File: config.mk
export PLATFORM = sky130hd
export DESIGN_NAME = i2c_rxwait_ctrl
export DESIGN_NICKNAME = d
export VERILOG_FILES = /design/src/rtl/i2c_rxw_pkg.sv /design/src/rtl/i2c_rxw_cfg_flags.sv /design/src/rtl/i2c_rxw_event.sv /design/src/rtl/i2c_rxw_intr.sv /design/src/rtl/i2c_rxwait_ctrl.sv
export SDC_FILE = /design/constraint.sdc
export NUM_CORES = 1
export LEC_CHECK = 0
export ABC_AREA = 1
export BUFFER_PORTS_ARGS = -buffer_cell sky130_fd_sc_hd__buf_2
export CAP_MARGIN = 20
export CORE_MARGIN = 2
export CORE_UTILIZATION = 26
export CTS_BUF_LIST = sky130_fd_sc_hd__clkbuf_16
export DETAILED_ROUTE_END_ITERATION = 6
export PLACE_DENSITY_LB_ADDON = 0.3
export SKIP_CTS_REPAIR_TIMING = 1
export SYNTH_ARGS = -nofsm -noshare
export SYNTH_HDL_FRONTEND = slang
export SYNTH_HIERARCHICAL = 1
export SYNTH_SLANG_ARGS = --single-unit
File: constraint.sdc
create_clock -name clk -period 1.4 [get_ports clk]
set_input_delay 0 -clock clk [delete_from_list [all_inputs] [get_ports clk]]
set_output_delay 0 -clock clk [all_outputs]
set_load 0.05 [all_outputs]
File: src/rtl/i2c_rxw_pkg.sv
package i2c_rxw_pkg;
  typedef struct packed {
    logic pre_ack;  // last data bit fell, pause before ACK clock
    logic byte_end; // byte completion interrupt point
    logic stop;     // stop condition seen
  } rxw_evt_t;
endpackage

File: src/rtl/i2c_rxw_cfg_flags.sv
module i2c_rxw_cfg_flags (
  input  logic clk,
  input  logic rst_n,
  input  logic start_det,
  input  logic stop_det,
  input  logic xmit,
  input  logic byte_end,
  input  logic hold_q,
  input  logic wr_data,
  input  logic wr_ctrl,
  input  logic ctrl_ack_clk,
  input  logic ctrl_ack_bit,
  input  logic wr_cfg,
  input  logic cfg_stop_ie,
  input  logic cfg_wait_ie,
  output logic stop_ie,
  output logic wait_eff,
  output logic ack_clk,
  output logic ack_bit,
  output logic addr_phase,
  output logic wait_flag,
  output logic wr_err
);
  logic stop_ie_q, wait_ie_q, ack_clk_q, ack_bit_q;
  logic stop_ie_d, wait_ie_d, ack_clk_d, ack_bit_d;
  logic addr_q, addr_d, wait_q, wait_d, err_q, err_d;
  logic data_ok;

  assign data_ok = wr_data & ~hold_q;

  always_comb begin
    stop_ie_d = stop_ie_q;
    wait_ie_d = wait_ie_q;
    ack_clk_d = ack_clk_q;
    ack_bit_d = ack_bit_q;
    if (wr_cfg) begin
      stop_ie_d = cfg_stop_ie;
      wait_ie_d = cfg_wait_ie;
    end
    if (wr_ctrl) begin
      ack_clk_d = ctrl_ack_clk;
      ack_bit_d = ctrl_ack_bit;
    end
  end

  always_comb begin
    addr_d = addr_q;
    if (byte_end) addr_d = 1'b0;
    if (start_det) addr_d = 1'b1;
    if (stop_det) addr_d = 1'b0;

    wait_d = wait_q;
    if (data_ok && !xmit && !addr_q) wait_d = 1'b1;
    if (wr_ctrl) wait_d = 1'b0;
    if (start_det || stop_det) wait_d = 1'b0;

    err_d = err_q | (wr_data & hold_q);
  end

  always_ff @(posedge clk or negedge rst_n) begin
    if (!rst_n) begin
      stop_ie_q <= 1'b0;
      wait_ie_q <= 1'b0;
      ack_clk_q <= 1'b0;
      ack_bit_q <= 1'b0;
      addr_q    <= 1'b0;
      wait_q    <= 1'b0;
      err_q     <= 1'b0;
    end else begin
      stop_ie_q <= stop_ie_d;
      wait_ie_q <= wait_ie_d;
      ack_clk_q <= ack_clk_d;
      ack_bit_q <= ack_bit_d;
      addr_q    <= addr_d;
      wait_q    <= wait_d;
      err_q     <= err_d;
    end
  end

  assign stop_ie    = stop_ie_q;
  assign wait_eff   = wait_ie_q & ack_clk_q;
  assign ack_clk    = ack_clk_q;
  assign ack_bit    = ack_bit_q;
  assign addr_phase = addr_q;
  assign wait_flag  = wait_q;
  assign wr_err     = err_q;
endmodule

File: src/rtl/i2c_rxw_event.sv
module i2c_rxw_event
  import i2c_rxw_pkg::*;
#(
  parameter int DATA_BITS = 8,
  parameter int IDX_W     = 4
) (
  input  logic             scl_fall,
  input  logic [IDX_W-1:0] bit_idx,
  input  logic             stop_det,
  input  logic             xmit,
  input  logic             ack_clk,
  input  logic             wait_eff,
  input  logic             addr_phase,
  output rxw_evt_t         evt
);
  localparam logic [IDX_W-1:0] LAST_IDX = IDX_W'(DATA_BITS - 1);
  localparam logic [IDX_W-1:0] ACK_IDX  = IDX_W'(DATA_BITS);

  logic at_last, at_ack;

  assign at_last = scl_fall && (bit_idx == LAST_IDX);
  assign at_ack  = scl_fall && (bit_idx == ACK_IDX);

  always_comb begin
    evt.pre_ack  = at_last & wait_eff & ~xmit & ~addr_phase;
    evt.byte_end = ack_clk ? at_ack : at_last;
    evt.stop     = stop_det;
  end
endmodule

File: src/rtl/i2c_rxw_intr.sv
module i2c_rxw_intr
  import i2c_rxw_pkg::*;
(
  input  logic     clk,
  input  logic     rst_n,
  input  rxw_evt_t evt,
  input  logic     stop_ie,
  input  logic     wr_stat,
  input  logic     stat_pend,
  output logic     pend_n,
  output logic     irq,
  output logic     scl_hold
);
  logic pend_q, pend_d, irq_q, irq_d, hold_q, hold_d;

  always_comb begin
    pend_d = pend_q;
    hold_d = hold_q;
    irq_d  = 1'b0;
    if (wr_stat && stat_pend) begin
      pend_d = 1'b1;
      hold_d = 1'b0;
    end
    if (evt.pre_ack) begin
      pend_d = 1'b0;
      hold_d = 1'b1;
      irq_d  = 1'b1;
    end
    if (evt.byte_end) begin
      pend_d = 1'b0;
      irq_d  = 1'b1;
    end
    if (evt.stop) begin
      hold_d = 1'b0;
      if (stop_ie) irq_d = 1'b1;
    end
  end

  always_ff @(posedge clk or negedge rst_n) begin
    if (!rst_n) begin
      pend_q <= 1'b1;
      irq_q  <= 1'b0;
      hold_q <= 1'b0;
    end else begin
      pend_q <= pend_d;
      irq_q  <= irq_d;
      hold_q <= hold_d;
    end
  end

  assign pend_n   = pend_q;
  assign irq      = irq_q;
  assign scl_hold = hold_q;
endmodule

File: src/rtl/i2c_rxwait_ctrl.sv
module i2c_rxwait_ctrl
  import i2c_rxw_pkg::*;
#(
  parameter int DATA_BITS = 8,
  parameter int IDX_W     = 4,
  parameter int SYNC_LEN  = 2
) (
  input  logic             clk,
  input  logic             rst_n,
  input  logic             scl_fall,
  input  logic [IDX_W-1:0] bit_idx,
  input  logic             start_det,
  input  logic             stop_det,
  input  logic             xmit,
  input  logic             wr_data,
  input  logic             wr_ctrl,
  input  logic             ctrl_ack_clk,
  input  logic             ctrl_ack_bit,
  input  logic             wr_cfg,
  input  logic             cfg_stop_ie,
  input  logic             cfg_wait_ie,
  input  logic             wr_stat,
  input  logic             stat_pend,
  output logic             pend_n,
  output logic             irq,
  output logic             scl_hold,
  output logic             wait_flag,
  output logic             ack_bit,
  output logic             wr_err
);
  logic [SYNC_LEN-1:0] rst_pipe;
  logic                rst_sync_n;
  rxw_evt_t            evt;
  logic                stop_ie, wait_eff, ack_clk, addr_phase, hold_int;

  always_ff @(posedge clk or negedge rst_n) begin
    if (!rst_n) rst_pipe <= '0;
    else        rst_pipe <= {rst_pipe[SYNC_LEN-2:0], 1'b1};
  end
  assign rst_sync_n = rst_pipe[SYNC_LEN-1];

  i2c_rxw_cfg_flags u_flags (
    .clk(clk), .rst_n(rst_sync_n), .start_det(start_det), .stop_det(stop_det),
    .xmit(xmit), .byte_end(evt.byte_end), .hold_q(hold_int),
    .wr_data(wr_data), .wr_ctrl(wr_ctrl), .ctrl_ack_clk(ctrl_ack_clk),
    .ctrl_ack_bit(ctrl_ack_bit), .wr_cfg(wr_cfg), .cfg_stop_ie(cfg_stop_ie),
    .cfg_wait_ie(cfg_wait_ie), .stop_ie(stop_ie), .wait_eff(wait_eff),
    .ack_clk(ack_clk), .ack_bit(ack_bit), .addr_phase(addr_phase),
    .wait_flag(wait_flag), .wr_err(wr_err)
  );

  i2c_rxw_event #(.DATA_BITS(DATA_BITS), .IDX_W(IDX_W)) u_event (
    .scl_fall(scl_fall), .bit_idx(bit_idx), .stop_det(stop_det), .xmit(xmit),
    .ack_clk(ack_clk), .wait_eff(wait_eff), .addr_phase(addr_phase), .evt(evt)
  );

  i2c_rxw_intr u_intr (
    .clk(clk), .rst_n(rst_sync_n), .evt(evt), .stop_ie(stop_ie),
    .wr_stat(wr_stat), .stat_pend(stat_pend), .pend_n(pend_n), .irq(irq),
    .scl_hold(hold_int)
  );

  assign scl_hold = hold_int;
endmodule


==> flow_summary.json <==
{
  "status": "complete, but fails checks",
  "violations": "negative hold slack",
  "antenna_left": 0,
  "dr.pass1.iters": 4,
  "ys_warn_count": 6,
  "cts_root_buf": "clkbuf_16",
  "syn_nets": 89,
  "p_int_uw": 804.1,
  "synthAdderAreaFrac_pct": 0,
  "clkPwrFrac_pct": 49.4,
  "wl_met1_um": 415,
  "p_comb_share_pct": 13.1,
  "cts_num_sinks": 12,
  "detail_route.iter0.violations": 5,
  "grt_pass1_wl_um": 1725,
  "design_area_um2": 850.8,
  "fin_cells": 131,
  "setup_tns_ns": 0,
  "cp-end-kind": "flop",
  "drc": 0,
  "grt_util_all_layers_pct": 9.424,
  "path_cells": "dlygate4sd3_1, buf_2, nand2_1, o21ai_0, dlygate4sd3_1",
  "grt_start_max_net_pins": 11,
  "gp_congestion": 0.6481,
  "synth_compound_area_share_pct": 5.856,
  "layout.nets": 124,
  "cp.arrival_ns": 1.30,
  "hold_class": "input port to flop",
  "critPathSlowestCell": "dlygate4sd3_1",
  "grt_overflow": 0,
  "placedInstanceArea_um2": 701.9,
  "htreeDepth": 1,
  "switching_share_pct": 22.34,
  "via_count": 510,
  "cp_max_fo": 1,
  "report.final.slew_viol_count": 0,
  "power_density_nw_per_um2": 1217,
  "num_rows": 16,
  "drt-total-wl_um": 1054,
  "ys_types": 15,
  "insertion_delay_ns": 0.23,
  "setup.worst_path.class": "input port to flop",
  "post_drt_wl_per_cell_um": 8.046,
  "seq_area_frac_synth_pct": 54.28,
  "p_seq_share_pct": 37.5,
  "synth_xor_area_share_pct": 0,
  "drive_above_1_share_pct": 34.62,
  "cts_tree": "yes",
  "finalHoldViolations": 3,
  "setup.worst_path.start_class": "input port",
  "met3_length_um": 78,
  "io_pins": 25,
  "die_h_um": 50.23,
  "fin_skew_ns": 0.0003315,
  "ir_drop_v": 0.0008014,
  "net-switching-power_uw": 231.3,
  "dp_hpwl_um": 845.2,
  "vias_per_cell": 3.893,
  "initial_core_util_pct": 28.03,
  "grt_pass1_vias": 441,
  "rsz0062_at_grt": "false",
  "io_buffers": 24,
  "path_common_cell": "dlygate4sd3_1",
  "topRoutingLayerUsed": "met4",
  "synth_top_family_by_area": "simple AND/OR/NAND/NOR gates",
  "maxCapViolCount": 0,
  "cts_buffer_depth": 2,
  "synthCells": 70,
  "avgSynthCellArea_um2": 7.936,
  "fmax_mhz": 847.8,
  "fin_crit_ns": 1.180,
  "die_w_um": 50.23,
  "ys_ff_latch": 12,
  "path_clk_slew_ns": 0.04,
  "synth-simple-area-share_pct": 29.05,
  "required_ns": 1.52,
  "setup-violations-final": 0,
  "dp_cells": 120,
  "final_core_util_pct": 42.93,
  "fp.dieArea_um2": 2523,
  "antenna_found_initial": 0,
  "netlist_area_um2": 555.5,
  "p_leak_nw": 0.4808,
  "core_um2": 1982,
  "slowest_delay_ns": 0.55,
  "cts_buffers": 3,
  "fin_crit_sh_pct": 84.25,
  "area_delta_synth_final_pct": 53.15,
  "diodes": 0,
  "met2_length_um": 548,
  "whs_ns": -0.01331,
  "synthMuxAreaShare_pct": 0
}
-- path summary, 6_finish.rpt --
| kind | from | endpoint | slack (ns) | cells past startpoint |
|---|---|---|---|---|
| worst min-delay path | wr_cfg | u_flags/wait_ie_q | -0.01 | 2 |
| worst max-delay path | cfg_stop_ie | u_flags/stop_ie | 0.22 | 5 |
| max in group asynchronous | rst_pipe[1] | u_intr/pend_n | 0.93 | 0 |
| worst min register to register | rst_pipe[1] | u_intr/irq | 0.16 | 0 |
| worst max register to register | u_flags/stop_ie | u_flags/stop_ie | 0.26 | 3 |
| min in group asynchronous | rst_n | rst_pipe[0] | 0.07 | 2 |
-- critical path: cells and delay by family --
kind | cells | cell delay [ns]
AND/OR/NAND/NOR | 1 | 0.04
AO/OA/AOI/OAI | 1 | 0.06
buffers and inverters | 3 | 1.20
-- flip-flops by register name, indices dropped and copies added, names as in the netlist --
signal / flops
rst_pipe: 2
u_flags/ack_bit: 1
u_flags/ack_clk: 1
u_flags/addr_phase: 1
u_flags/stop_ie: 1
u_flags/wait_flag: 1
u_flags/wait_ie_q: 1
u_flags/wr_err: 1
u_intr/irq: 1
u_intr/pend_n: 1
u_intr/scl_hold: 1
-- per-layer routing --
layer	vias to the layer above	GRT usage (%)
met5	-	0
met3	2	4.464
li1	273	-
met2	17	16.01
met1	218	9.793
met4	0	4.167
-- cell type report --
type | instances | area, um^2
multi-input cells | 44 | 197.7
clock inverters | 1 | 3.754
flip-flops and latches | 12 | 301.5
fillers | 195 | 1131
clock buffers | 3 | 75.07
well taps | 27 | 33.78
repair buffers | 31 | 190.2
inverters | 13 | 48.80
-- cells in the final DEF, fill, tap and decap left out --
cell	instances
nor2_2	5
a21oi_2	1
inv_2	1
inv_1	12
dfstp_2	1
nand3_1	2
conb_1	1
dfrtp_1	11
clkbuf_16	3
buf_2	24
a21oi_1	1
clkinv_1	1
dlygate4sd3_1	7
a21o_2	1
nand3b_1	1
nand2_1	23
o21ai_0	2
nor2_1	7
-- power by group through the flow --
stage                     logic (mW)  registers, mW  clock network, mW
after global routing           0.150          0.393              0.553
final                          0.135          0.388              0.512
after detailed placement       0.120          0.394                  0
after CTS                      0.121          0.389              0.528
after global placement         0.118          0.394                  0
after floorplan               0.0410          0.426                  0
-- cell usage after synthesis --
master / n / area, um^2
a21oi_2: 1 / 8.760
nand3b_1: 1 / 7.510
dfrtp_1: 11 / 275.3
nor2_1: 7 / 26.28
a21oi_1: 1 / 5.000
nand2_1: 23 / 86.33
dfstp_2: 1 / 26.28
o21ai_0: 2 / 10.01
a21o_2: 1 / 8.760
nand3_1: 2 / 10.01
conb_1: 1 / 3.750
buf_4: 1 / 7.510
inv_1: 12 / 45.04
nor2_2: 5 / 31.28
inv_2: 1 / 3.750
-- per-stage QoR --
step	total power, mW	setup slack, ns
after floorplan	0.4668	0.4240
after global placement	0.5113	0.3758
after detailed placement	0.5144	0.3748
after CTS	1.037	0.3662
after global routing	1.096	0.1961
final	1.035	0.2204
-- logic make-up (layout without fill, tap and decap cells) --
logic type	count (synthesis)	count (layout)
compound gates	5	5
flops	12	12
buf+inv	14	48
simple gates	38	38
other cells	1	1
No activity file was read; power rests on OpenSTA's default activity.
